$ cat config.mk
export PLATFORM = sky130hd
export DESIGN_NAME = dma2d_engine
export DESIGN_NICKNAME = d
export VERILOG_FILES = /design/src/rtl/dma2d_pkg.sv /design/src/rtl/dma2d_ctrl.sv /design/src/rtl/dma2d_dpath.sv /design/src/rtl/dma2d_flags.sv /design/src/rtl/dma2d_engine.sv
export SDC_FILE = /design/constraint.sdc
export NUM_CORES = 1
export LEC_CHECK = 0
export BUFFER_PORTS_ARGS = -buffer_cell sky130_fd_sc_hd__buf_2
export CAP_MARGIN = 20
export CORE_MARGIN = 5
export CORE_UTILIZATION = 40
export CTS_BUF_LIST = sky130_fd_sc_hd__clkbuf_16
export CTS_CLUSTER_DIAMETER = 40
export DETAILED_ROUTE_END_ITERATION = 10
export GPL_ROUTABILITY_DRIVEN = 0
export PLACE_DENSITY = 0.61
export RECOVER_POWER = 50
export SLEW_MARGIN = 20
export SYNTH_ARGS = -nofsm -noshare
export SYNTH_HDL_FRONTEND = slang
export SYNTH_SLANG_ARGS = --single-unit
$ cat constraint.sdc
create_clock -name clk -period 4.15 [get_ports clk]
set_clock_uncertainty 0.1 [all_clocks]
set_input_delay 0.6225 -clock clk [delete_from_list [all_inputs] [get_ports clk]]
set_output_delay 0.6225 -clock clk [all_outputs]
set_load 0.1 [all_outputs]
$ cat src/rtl/dma2d_pkg.sv
package dma2d_pkg;

    localparam int WORD_W     = 32;
    localparam int DESC_WORDS = 6;
    localparam int IDX_W      = $clog2(DESC_WORDS);
    localparam int ROW_W      = 14;
    localparam int BEAT_BYTES = 4;

    // control-word bit positions
    localparam int B_IRQ_EN   = 0;
    localparam int B_MODE_2D  = 1;
    localparam int B_DST_INC  = 4;
    localparam int B_DST_SKIP = 7;
    localparam int B_SRC_INC  = 8;
    localparam int B_SRC_SKIP = 11;

    typedef enum logic [3:0] {
        ST_IDLE,
        ST_LINK,
        ST_FETCH_REQ,
        ST_FETCH_RSP,
        ST_DECODE,
        ST_BEAT_CHK,
        ST_RD_REQ,
        ST_RD_RSP,
        ST_WR_REQ,
        ST_BEAT_ADV,
        ST_ROW_END,
        ST_DESC_END
    } state_t;

    typedef enum logic [1:0] {
        SEL_DESC,
        SEL_SRC,
        SEL_DST
    } sel_t;

    typedef struct packed {
        logic irq_en;
        logic mode_2d;
        logic dst_inc;
        logic dst_skip;
        logic src_inc;
        logic src_skip;
    } ctl_t;

    function automatic ctl_t decode_ctl(input logic [WORD_W-1:0] w);
        ctl_t c;
        c.irq_en   = w[B_IRQ_EN];
        c.mode_2d  = w[B_MODE_2D];
        c.dst_inc  = w[B_DST_INC];
        c.dst_skip = w[B_DST_SKIP];
        c.src_inc  = w[B_SRC_INC];
        c.src_skip = w[B_SRC_SKIP];
        return c;
    endfunction

endpackage

$ cat src/rtl/dma2d_ctrl.sv
module dma2d_ctrl
    import dma2d_pkg::*;
(
    input  logic   clk,
    input  logic   rst_n,
    input  logic   enable,
    input  logic   start,
    input  logic   desc_nz,
    input  logic   fetch_last,
    input  ctl_t   ctl,
    input  logic   rows_zero,
    input  logic   bytes_zero,
    input  logic   rows_last,
    input  logic   mem_ready,
    input  logic   mem_rvalid,
    output logic   mem_valid,
    output logic   mem_write,
    output sel_t   mem_sel,
    output logic   do_start_ld,
    output logic   do_fetch_clr,
    output logic   do_fetch_ld,
    output logic   do_decode,
    output logic   do_zero_data,
    output logic   do_rd_ld,
    output logic   do_beat_adv,
    output logic   do_row_adv,
    output logic   do_desc_done,
    output logic   active,
    output logic   halted
);

    state_t st, nxt;
    logic   go_on;

    assign go_on = enable && desc_nz;

    always_ff @(posedge clk or negedge rst_n) begin
        if (!rst_n) st <= ST_IDLE;
        else        st <= nxt;
    end

    always_comb begin
        nxt = st;
        unique case (st)
            ST_IDLE:      if (start) nxt = ST_LINK;
            ST_LINK:      nxt = go_on ? ST_FETCH_REQ : ST_IDLE;
            ST_FETCH_REQ: if (mem_ready) nxt = ST_FETCH_RSP;
            ST_FETCH_RSP: if (mem_rvalid) nxt = fetch_last ? ST_DECODE : ST_FETCH_REQ;
            ST_DECODE:    nxt = ST_BEAT_CHK;
            ST_BEAT_CHK: begin
                if (rows_zero)         nxt = ST_DESC_END;
                else if (bytes_zero)   nxt = ST_ROW_END;
                else if (ctl.src_skip) nxt = ctl.dst_skip ? ST_BEAT_ADV : ST_WR_REQ;
                else                   nxt = ST_RD_REQ;
            end
            ST_RD_REQ:    if (mem_ready) nxt = ST_RD_RSP;
            ST_RD_RSP:    if (mem_rvalid) nxt = ctl.dst_skip ? ST_BEAT_ADV : ST_WR_REQ;
            ST_WR_REQ:    if (mem_ready) nxt = ST_BEAT_ADV;
            ST_BEAT_ADV:  nxt = ST_BEAT_CHK;
            ST_ROW_END:   nxt = rows_last ? ST_DESC_END : ST_BEAT_CHK;
            ST_DESC_END:  nxt = ST_LINK;
            default:      nxt = ST_IDLE;
        endcase
    end

    always_comb begin
        mem_valid    = 1'b0;
        mem_write    = 1'b0;
        mem_sel      = SEL_DESC;
        do_start_ld  = 1'b0;
        do_fetch_clr = 1'b0;
        do_fetch_ld  = 1'b0;
        do_decode    = 1'b0;
        do_zero_data = 1'b0;
        do_rd_ld     = 1'b0;
        do_beat_adv  = 1'b0;
        do_row_adv   = 1'b0;
        do_desc_done = 1'b0;
        unique case (st)
            ST_IDLE:      do_start_ld = start;
            ST_LINK:      do_fetch_clr = 1'b1;
            ST_FETCH_REQ: begin
                mem_valid = 1'b1;
                mem_sel   = SEL_DESC;
            end
            ST_FETCH_RSP: do_fetch_ld = mem_rvalid;
            ST_DECODE:    do_decode = 1'b1;
            ST_BEAT_CHK:  do_zero_data = !rows_zero && !bytes_zero && ctl.src_skip;
            ST_RD_REQ: begin
                mem_valid = 1'b1;
                mem_sel   = SEL_SRC;
            end
            ST_RD_RSP:    do_rd_ld = mem_rvalid;
            ST_WR_REQ: begin
                mem_valid = 1'b1;
                mem_write = 1'b1;
                mem_sel   = SEL_DST;
            end
            ST_BEAT_ADV:  do_beat_adv = 1'b1;
            ST_ROW_END:   do_row_adv = 1'b1;
            ST_DESC_END:  do_desc_done = 1'b1;
            default: ;
        endcase
    end

    assign active = (st != ST_IDLE);

    always_ff @(posedge clk or negedge rst_n) begin
        if (!rst_n)                       halted <= 1'b0;
        else if (st == ST_IDLE && start)  halted <= 1'b0;
        else if (st == ST_LINK && !go_on) halted <= 1'b1;
    end


    busy_xor_halt_chk: assert property (@(posedge clk) disable iff (!rst_n)
        !(active && halted));


    one_outstanding_chk: assert property (@(posedge clk) disable iff (!rst_n)
        (st == ST_FETCH_RSP || st == ST_RD_RSP) |-> !mem_valid);

endmodule

$ cat src/rtl/dma2d_dpath.sv
module dma2d_dpath
    import dma2d_pkg::*;
#(
    parameter int ADDR_W = 32
) (
    input  logic                clk,
    input  logic                rst_n,
    input  logic [ADDR_W-1:0]   start_addr,
    input  sel_t                mem_sel,
    input  logic [WORD_W-1:0]   mem_rdata,
    input  logic                do_start_ld,
    input  logic                do_fetch_clr,
    input  logic                do_fetch_ld,
    input  logic                do_decode,
    input  logic                do_zero_data,
    input  logic                do_rd_ld,
    input  logic                do_beat_adv,
    input  logic                do_row_adv,
    input  logic                do_desc_done,
    output ctl_t                ctl,
    output logic                desc_nz,
    output logic                fetch_last,
    output logic                rows_zero,
    output logic                bytes_zero,
    output logic                rows_last,
    output logic [ADDR_W-1:0]   mem_addr,
    output logic [WORD_W-1:0]   mem_wdata,
    output logic [ADDR_W-1:0]   cur_desc,
    output logic [ADDR_W-1:0]   cur_src,
    output logic [ADDR_W-1:0]   cur_dst,
    output logic [WORD_W-1:0]   cur_len
);

    localparam int HALF_W = WORD_W / 2;
    localparam logic [ADDR_W-1:0] STEP = ADDR_W'(BEAT_BYTES);

    logic [IDX_W-1:0]   fetch_idx;
    logic [WORD_W-1:0]  step_w;
    logic [ADDR_W-1:0]  link_q;
    logic [ROW_W-1:0]   rows;
    logic [WORD_W-1:0]  row_bytes;
    logic [WORD_W-1:0]  bytes_left;
    logic [WORD_W-1:0]  bytes_nxt;
    logic [ROW_W-1:0]   rows_nxt;
    logic [ADDR_W-1:0]  src_step;
    logic [ADDR_W-1:0]  dst_step;
    logic [ADDR_W-1:0]  raw_addr;

    assign bytes_nxt = bytes_left - WORD_W'(BEAT_BYTES);
    assign rows_nxt  = rows - 1'b1;
    assign src_step  = {{(ADDR_W-HALF_W){step_w[HALF_W-1]}}, step_w[HALF_W-1:0]};
    assign dst_step  = {{(ADDR_W-HALF_W){step_w[WORD_W-1]}}, step_w[WORD_W-1:HALF_W]};

    always_ff @(posedge clk or negedge rst_n) begin
        if (!rst_n) begin
            fetch_idx  <= '0;
            ctl        <= '0;
            cur_desc   <= '0;
            cur_src    <= '0;
            cur_dst    <= '0;
            cur_len    <= '0;
            step_w     <= '0;
            link_q     <= '0;
            rows       <= '0;
            row_bytes  <= '0;
            bytes_left <= '0;
            mem_wdata  <= '0;
        end else begin
            if (do_start_ld)  cur_desc <= start_addr;
            if (do_fetch_clr) fetch_idx <= '0;
            if (do_fetch_ld) begin
                fetch_idx <= fetch_idx + 1'b1;
                case (fetch_idx)
                    IDX_W'(0): ctl     <= decode_ctl(mem_rdata);
                    IDX_W'(1): cur_src <= mem_rdata[ADDR_W-1:0];
                    IDX_W'(2): cur_dst <= mem_rdata[ADDR_W-1:0];
                    IDX_W'(3): cur_len <= mem_rdata;
                    IDX_W'(4): step_w  <= mem_rdata;
                    default:   link_q  <= mem_rdata[ADDR_W-1:0];
                endcase
            end
            if (do_decode) begin
                if (ctl.mode_2d) begin
                    rows       <= cur_len[HALF_W+ROW_W-1:HALF_W];
                    row_bytes  <= {{HALF_W{1'b0}}, cur_len[HALF_W-1:0]};
                    bytes_left <= {{HALF_W{1'b0}}, cur_len[HALF_W-1:0]};
                end else begin
                    rows       <= ROW_W'(1);
                    row_bytes  <= cur_len;
                    bytes_left <= cur_len;
                end
            end
            if (do_zero_data) mem_wdata <= '0;
            if (do_rd_ld)     mem_wdata <= mem_rdata;
            if (do_beat_adv) begin
                if (ctl.src_inc) cur_src <= cur_src + STEP;
                if (ctl.dst_inc) cur_dst <= cur_dst + STEP;
                bytes_left <= bytes_nxt;
                if (ctl.mode_2d)
                    cur_len <= {{(HALF_W-ROW_W){1'b0}}, rows, bytes_nxt[HALF_W-1:0]};
                else
                    cur_len <= bytes_nxt;
            end
            if (do_row_adv) begin
                rows <= rows_nxt;
                if (!rows_last) begin
                    cur_src    <= cur_src + src_step;
                    cur_dst    <= cur_dst + dst_step;
                    bytes_left <= row_bytes;
                    cur_len    <= {{(HALF_W-ROW_W){1'b0}}, rows_nxt, row_bytes[HALF_W-1:0]};
                end
            end
            if (do_desc_done) cur_desc <= link_q;
        end
    end

    always_comb begin
        unique case (mem_sel)
            SEL_SRC: raw_addr = cur_src;
            SEL_DST: raw_addr = cur_dst;
            default: raw_addr = cur_desc + ADDR_W'({fetch_idx, 2'b00});
        endcase
    end

    assign mem_addr   = {raw_addr[ADDR_W-1:2], 2'b00};
    assign desc_nz    = (cur_desc != '0);
    assign fetch_last = (fetch_idx == IDX_W'(DESC_WORDS - 1));
    assign rows_zero  = (rows == '0);
    assign bytes_zero = (bytes_left == '0);
    assign rows_last  = (rows == ROW_W'(1));


    fetch_idx_range_chk: assert property (@(posedge clk) disable iff (!rst_n)
        fetch_idx <= IDX_W'(DESC_WORDS));


    last_row_no_step_chk: assert property (@(posedge clk) disable iff (!rst_n)
        (do_row_adv && rows_last) |=> ($stable(cur_src) && $stable(cur_dst)));

endmodule

$ cat src/rtl/dma2d_flags.sv
module dma2d_flags (
    input  logic clk,
    input  logic rst_n,
    input  logic desc_done,
    input  logic irq_en,
    input  logic end_clr,
    input  logic int_clr,
    output logic end_flag,
    output logic irq
);

    always_ff @(posedge clk or negedge rst_n) begin
        if (!rst_n) begin
            end_flag <= 1'b0;
            irq      <= 1'b0;
        end else begin
            if (desc_done)    end_flag <= 1'b1;
            else if (end_clr) end_flag <= 1'b0;
            if (desc_done && irq_en) irq <= 1'b1;
            else if (int_clr)        irq <= 1'b0;
        end
    end


    set_beats_clear_chk: assert property (@(posedge clk) disable iff (!rst_n)
        (desc_done && irq_en) |=> (irq && end_flag));

endmodule

$ cat src/rtl/dma2d_engine.sv
module dma2d_engine
    import dma2d_pkg::*;
#(
    parameter int ADDR_W = 32
) (
    input  logic                clk,
    input  logic                rst_n,
    input  logic                enable,
    input  logic                start,
    input  logic [ADDR_W-1:0]   start_addr,
    input  logic                end_clr,
    input  logic                int_clr,
    output logic                mem_valid,
    output logic                mem_write,
    output logic [ADDR_W-1:0]   mem_addr,
    output logic [WORD_W-1:0]   mem_wdata,
    input  logic                mem_ready,
    input  logic                mem_rvalid,
    input  logic [WORD_W-1:0]   mem_rdata,
    output logic                active,
    output logic                halted,
    output logic                end_flag,
    output logic                irq,
    output logic [ADDR_W-1:0]   cur_desc,
    output logic [ADDR_W-1:0]   cur_src,
    output logic [ADDR_W-1:0]   cur_dst,
    output logic [WORD_W-1:0]   cur_len
);

    ctl_t ctl;
    sel_t mem_sel;
    logic desc_nz, fetch_last, rows_zero, bytes_zero, rows_last;
    logic do_start_ld, do_fetch_clr, do_fetch_ld, do_decode, do_zero_data;
    logic do_rd_ld, do_beat_adv, do_row_adv, do_desc_done;

    dma2d_ctrl u_ctrl (
        .clk          (clk),
        .rst_n        (rst_n),
        .enable       (enable),
        .start        (start),
        .desc_nz      (desc_nz),
        .fetch_last   (fetch_last),
        .ctl          (ctl),
        .rows_zero    (rows_zero),
        .bytes_zero   (bytes_zero),
        .rows_last    (rows_last),
        .mem_ready    (mem_ready),
        .mem_rvalid   (mem_rvalid),
        .mem_valid    (mem_valid),
        .mem_write    (mem_write),
        .mem_sel      (mem_sel),
        .do_start_ld  (do_start_ld),
        .do_fetch_clr (do_fetch_clr),
        .do_fetch_ld  (do_fetch_ld),
        .do_decode    (do_decode),
        .do_zero_data (do_zero_data),
        .do_rd_ld     (do_rd_ld),
        .do_beat_adv  (do_beat_adv),
        .do_row_adv   (do_row_adv),
        .do_desc_done (do_desc_done),
        .active       (active),
        .halted       (halted)
    );

    dma2d_dpath #(.ADDR_W(ADDR_W)) u_dpath (
        .clk          (clk),
        .rst_n        (rst_n),
        .start_addr   (start_addr),
        .mem_sel      (mem_sel),
        .mem_rdata    (mem_rdata),
        .do_start_ld  (do_start_ld),
        .do_fetch_clr (do_fetch_clr),
        .do_fetch_ld  (do_fetch_ld),
        .do_decode    (do_decode),
        .do_zero_data (do_zero_data),
        .do_rd_ld     (do_rd_ld),
        .do_beat_adv  (do_beat_adv),
        .do_row_adv   (do_row_adv),
        .do_desc_done (do_desc_done),
        .ctl          (ctl),
        .desc_nz      (desc_nz),
        .fetch_last   (fetch_last),
        .rows_zero    (rows_zero),
        .bytes_zero   (bytes_zero),
        .rows_last    (rows_last),
        .mem_addr     (mem_addr),
        .mem_wdata    (mem_wdata),
        .cur_desc     (cur_desc),
        .cur_src      (cur_src),
        .cur_dst      (cur_dst),
        .cur_len      (cur_len)
    );

    dma2d_flags u_flags (
        .clk       (clk),
        .rst_n     (rst_n),
        .desc_done (do_desc_done),
        .irq_en    (ctl.irq_en),
        .end_clr   (end_clr),
        .int_clr   (int_clr),
        .end_flag  (end_flag),
        .irq       (irq)
    );


    req_hold_chk: assert property (@(posedge clk) disable iff (!rst_n)
        (mem_valid && !mem_ready) |=> (mem_valid && $stable(mem_write)
                                       && $stable(mem_addr) && $stable(mem_wdata)));


    idle_quiet_chk: assert property (@(posedge clk) disable iff (!rst_n)
        !active |-> !mem_valid);


    skip_no_store_chk: assert property (@(posedge clk) disable iff (!rst_n)
        (mem_valid && mem_write) |-> !ctl.dst_skip);

endmodule

==> out/summary.txt, run 1 <==
status: complete, but fails checks
violated checks: capacitance limit, slew limit
largest family of logic cells by synthesized area: compound AO/OA/AOI/OAI gates
Max Cap Viol: 4
Setup crit start kind: flip-flop
Initial Utilization: 40.4%
Post-synth EDFFs: 0
DP HPWL: 58100 um
Max Freq: 0.251 GHz
initial antenna violation count: 4
Netlist cell types: 78
P&R area growth vs syn: 22.9%
#FFs+latches synth: 318
cts bufs inserted: 58
WL final: 81900 um
CP Max Fanout: 31
r2r worst-path depth: 6
drt first-iter violations: 2045
clk sinks: 318
slew margin rel.: -82.5%
worst path bufs/invs: 3
Chip Height: 235 um
Crit path top cell by count: buf_12
Residual DRC: 0
Arr. time, crit path: 3250 ps
top_reg_cell synth: dfrtp_1
setup bufs post-CTS: 0
final slew viol count: 135
YS warnings: 0
Post-Syn Area: 20200 um^2
number of global-route vias before repair: 19326
FILL cells: 4773
via count: 20054
ys async rst share: 100%
Fin. Hold Viols: 0
via density per instance: 6.15
total iterations of the first detailed-routing run: 6
fin crit period: 3980 ps
CP Capture Type: output port
total track usage: 28.4%
fin nets: 2691
post-synthesis sequential area ratio: 39.4%
clk root buf: clkbuf_16
Mapped Cells: 2307
Core Footprint: 50100 um^2
Adder-Cell Fraction of Synth Area: 5.19%
reg-to-reg critical path startpoint: u_ctrl.st[3]
# rows: 82
CP delay by family, top: compound AO/OA/AOI/OAI gates
grt ovf: 0
CTS max path bufs: 3
commonest non-fill, non-tap cells in the layout: nand2_1, dfrtp_1, o21ai_0
mux cell area share after synthesis: 6.09%
Worst setup startpoint: u_ctrl.st[3]
H-Tree Depth: 2
largest net degree at the start of global routing: 116
worst-skew pair later-pin latency: 630 ps
syn avg cell area: 8.76 um^2
Synth Area in Compound Gates: 23.1%
final period utilization: 95.8%
Crit Path Class: flip-flop to output port
Worst Tran Pin Value: 2740 ps
hold_sp: end_clr
Die ar.: 55100 um^2
RSZ-0062 raised after global routing: false
CP cell instances: inv_1 -> nor2_1 -> nand2_1 -> ha_4 -> buf_12 -> a221oi_1 -> a21oi_2 -> buf_12
Routed WL per cell: 25.1 um
first-pass GRT wire length: 123000 um
commonest non-fill, non-tap cell in the layout: nand2_1
I/O pin count: 270
total stage count of the critical path: 8
Critical Path RT: 3430 ps
hold path depth: 2
DIE WIDTH: 235 um
type of the most critical hold path: input port to flip-flop
count of input and output buffers: 267
layout cells sized above 1: 17.7%
clk slew on worst S/H paths: 50 ps
CTS tree: built
crit path max-delay cell type: a221oi_1
fin util: 49.6%
Final ANT Viol Nets: 0
Synth Area in XOR/XNOR: 5.24%
simple-gate portion of the synthesized area: 17.5%
setup violators final: 0
CP max stage delay: 560 ps
[final cells by class]
cell class                 instances  area (um^2)  area share (%)
multi-input combinational       1804        11800            47.5
sequential                       318         7960            32.0
timing repair buffer             319         2100            8.45
clock buffer                      58         1450            5.84
tap                              672          841            3.39
clock inverter                    50          558            2.25
inverter                          36          135           0.544
antenna                            2         5.00          0.0202
[synth_stat cells (18+ instances only)]
cell type | number | area (um^2)
nand2_1 | 349 | 1310
dfrtp_1 | 318 | 7960
a21oi_1 | 202 | 1010
o21ai_0 | 187 | 936
nor2_1 | 140 | 526
clkbuf_1 | 129 | 484
ha_1 | 79 | 988
mux2_2 | 72 | 811
nand3_1 | 69 | 345
xnor2_1 | 64 | 561
xor2_1 | 57 | 499
a22o_1 | 50 | 438
mux2i_1 | 42 | 420
inv_1 | 35 | 131
nor3_1 | 33 | 165
a221oi_1 | 32 | 280
and3_1 | 31 | 194
o211ai_1 | 26 | 195
a21o_1 | 25 | 188
nand4_1 | 25 | 156
a31oi_1 | 23 | 144
or3_1 | 20 | 125
nand2b_1 | 19 | 119
a211oi_1 | 18 | 135
[what timing repair did]
action                                  CTS  global route
hold endpoints to repair                  0            23
endpoints found under the setup margin   11            21
hold buffers                              0             1
pin swaps                                 0             1
resized for setup                         3             2
[flip-flops by register name, summed over array words and instances, names as in the netlist, 3 cells and up]
register,flops
u_dpath.rows,14
u_dpath.step_w,32
u_dpath.cur_desc,32
u_ctrl.st,4
u_dpath.fetch_idx,3
u_dpath.link_q,32
u_dpath.bytes_left,32
u_dpath.cur_dst,32
u_dpath.row_bytes,32
u_dpath.cur_len,32
u_dpath.ctl,6
u_dpath.mem_wdata,32
u_dpath.cur_src,32
[per-layer routing]
metal / global-route usage (%) / up-vias / wire length, um / part of all wire, %
met3: 6.92 / 215 / 7900 / 9.7
li1: - / 8976 / - / -
met5: 0 / - / 37 / 0.045
met2: 43.8 / 1080 / 36500 / 45
met4: 13.2 / 6 / 4360 / 5.3
met1: 38.0 / 9777 / 33100 / 40
[final timing paths]
check	endpoint	slack [ps]
max	mem_addr[10]	170
min	u_flags.end_flag	90
max reg2reg	u_dpath.cur_desc[9]	410
min reg2reg	u_dpath.row_bytes[24]	370
max in group asynchronous	u_dpath.rows[8]	480
min in group asynchronous	u_dpath.cur_desc[9]	840
[metrics by stage]
stage / setup slack, ps / TNS, ps / hold slack [ps] / area [um^2] / cells
finish: 174 / 0 / 90.5 / 24800 / 3259
CTS: 83.6 / 0 / 42.4 / 25000 / 3255
floorplan: -341 / -341 / 227 / 20400 / 2308
global route: 4.61 / 0 / 88.1 / 24800 / 3257
detailed placement: 648 / 0 / 367 / 23000 / 3147
global placement: 652 / 0 / 355 / 23000 / 3147
[cells by family (layout without fill, tap and decap cells)]
logic type	after synthesis	after routing
AND/OR/NAND/NOR	761	761
AO/OA/AOI/OAI	724	724
flip-flops	318	318
buffers and inverters	186	463
XOR/XNOR	121	121
multiplexers	114	114
adder cells (fa/ha/maj)	82	82
other	1	4
Power of run 1 is not shown: default switching activity piles up to over one toggle a cycle in this logic, so the estimate is an artifact.
==> run 2, diff against run 1 <==
--- a/config.mk
+++ b/config.mk
@@ -14,7 +14,7 @@
 export DETAILED_ROUTE_END_ITERATION = 10
 export GPL_ROUTABILITY_DRIVEN = 0
 export PLACE_DENSITY = 0.61
-export RECOVER_POWER = 50
+export RECOVER_POWER = 25
 export SLEW_MARGIN = 20
 export SYNTH_ARGS = -nofsm -noshare
 export SYNTH_HDL_FRONTEND = slang
==> out/summary.txt, run 2 (synthesis gave the netlist of run 1 again) <==
r2r worst-path depth: 10
Residual DRC: 0
M1 GR Usage: 38.0%
Critical Path RT: 3430 ps
layout cells sized above 1: 21.2%
final slew viol count: 65
clk slew on worst S/H paths: 50 ps
first-pass GRT wire length: 123000 um
CP max stage delay: 560 ps
H-Tree Depth: 2
drt first-iter violations: 2011
total iterations of the first detailed-routing run: 5
fin nets: 2691
CTS tree: built
commonest non-fill, non-tap cells in the layout: nand2_1, dfrtp_1, buf_2
reg-to-reg critical path startpoint: u_dpath.cur_src[2]
WL final: 82000 um
# diodes: 0
DIE WIDTH: 235 um
RSZ-0062 raised after global routing: false
setup violators final: 0
Core Footprint: 50100 um^2
Final ANT Viol Nets: 0
initial antenna violation count: 4
via density per instance: 6.17
total track usage: 28.4%
worst-skew pair later-pin latency: 630 ps
Reg-to-Reg End: u_dpath.cur_src[30]
Crit path top cell by count: buf_12
clk sinks: 318
grt peak-use layer: met2
Max Cap Viol: 2
Initial Utilization: 40.4%
min setup slack post-route: 147 ps
P&R area growth vs syn: 23.5%
fin crit period: 4000 ps
CP Capture Type: output port
final period utilization: 96.5%
status: complete, but fails checks
clk root buf: clkbuf_16
violated checks: capacitance limit, slew limit
slew margin rel.: -9.18%
# rows: 82
type of the most critical hold path: input port to flip-flop
CP cell instances: inv_1 -> nor2_1 -> nand2_1 -> ha_4 -> buf_12 -> a221oi_1 -> a21oi_2 -> buf_12
Max Freq: 0.250 GHz
Fin. Hold Viols: 0
fin util: 49.9%
hold path depth: 2
Chip Height: 235 um
Crit Path Class: flip-flop to output port
Setup crit start kind: flip-flop
CTS max path bufs: 3
Arr. time, crit path: 3280 ps
commonest non-fill, non-tap cell in the layout: nand2_1
CP Max Fanout: 31
Min-Delay Endpoint: u_flags.irq
Die ar.: 55100 um^2
cts bufs inserted: 58
met2 global-route usage: 43.8%
pre-CTS setup slack: 648 ps
grt ovf: 0
Reg2Reg Setup Slack: 670 ps
number of global-route vias before repair: 19326
hold_sp: int_clr
crit path max-delay cell type: dfrtp_1
met3 GRT Util: 6.92%
Worst Tran Pin Value: 1630 ps
via count: 20105
largest net degree at the start of global routing: 116
DP HPWL: 58100 um
count of input and output buffers: 267
FILL cells: 4727
Routed WL per cell: 25.2 um
I/O pin count: 270
## run 2: cell count changes in the layout (fill, tap and decap cells not counted), sizes merged
cell,before,now
buf,221,312
clkbuf,154,63
diode,2,0
## run 2: metal layers
metal  vias to the layer above  share of wire (%)
met2                       996                 44
met4                         6                5.3
li1                       8970                  -
met1                      9924                 41
met5                         -              0.041
met3                       209                8.9
## run 2: metrics by stage
stage | cell area (um^2) | TNS (ps) | std cells | hold WS (ps)
after floorplan | 20400 | -341 | 2308 | 227
after detailed placement | 23000 | 0 | 3147 | 367
after global routing | 25000 | 0 | 3257 | 88.1
after global placement | 23000 | 0 | 3147 | 355
after CTS | 25000 | 0 | 3255 | 42.4
final | 25000 | 0 | 3257 | 90.3
## run 2: final cells by class
type / instances / area (um^2) / share of cell area [%]
Multi-Input combinational cell: 1804 / 11800 / 47.2
Sequential cell: 318 / 7960 / 31.9
Timing Repair Buffer: 319 / 2230 / 8.94
Clock buffer: 58 / 1450 / 5.81
Tap cell: 672 / 841 / 3.37
Clock inverter: 50 / 558 / 2.24
Inverter: 36 / 135 / 0.541
## run 2: critical path: cells and delay by family, from the launching register on
| family | cells | cell delay (ps) |
|---|---|---|
| flip-flops | 1 | 560 |
| AO/OA/AOI/OAI | 2 | 640 |
| AND/OR/NAND/NOR | 2 | 450 |
| buffers and inverters | 3 | 590 |
| adder cells (fa/ha/maj) | 1 | 370 |
## run 2: worst max path at each step
stage,start,to,slack [ps],depth (start not counted)
global placement,u_ctrl.st[1],mem_addr[12],650,7
floorplan,u_ctrl.st[3],mem_addr[2],-340,9
global route,u_dpath.fetch_idx[0],mem_addr[30],7,10
detailed placement,u_dpath.fetch_idx[2],mem_addr[27],650,9
finish,u_ctrl.st[3],mem_addr[10],150,8
CTS,u_ctrl.st[1],mem_addr[12],80,7
## run 2: repair_timing
action / in CTS / in global routing
hold endpoints to repair: 0 / 23
hold buffers: 0 / 1
gates resized for setup: 3 / 2
pin swaps: 0 / 1
gates cloned: 0 / 0
buffers inserted: 0 / 0
setup endpoints to repair: 11 / 21
Power of run 2 is left out for the same reason.
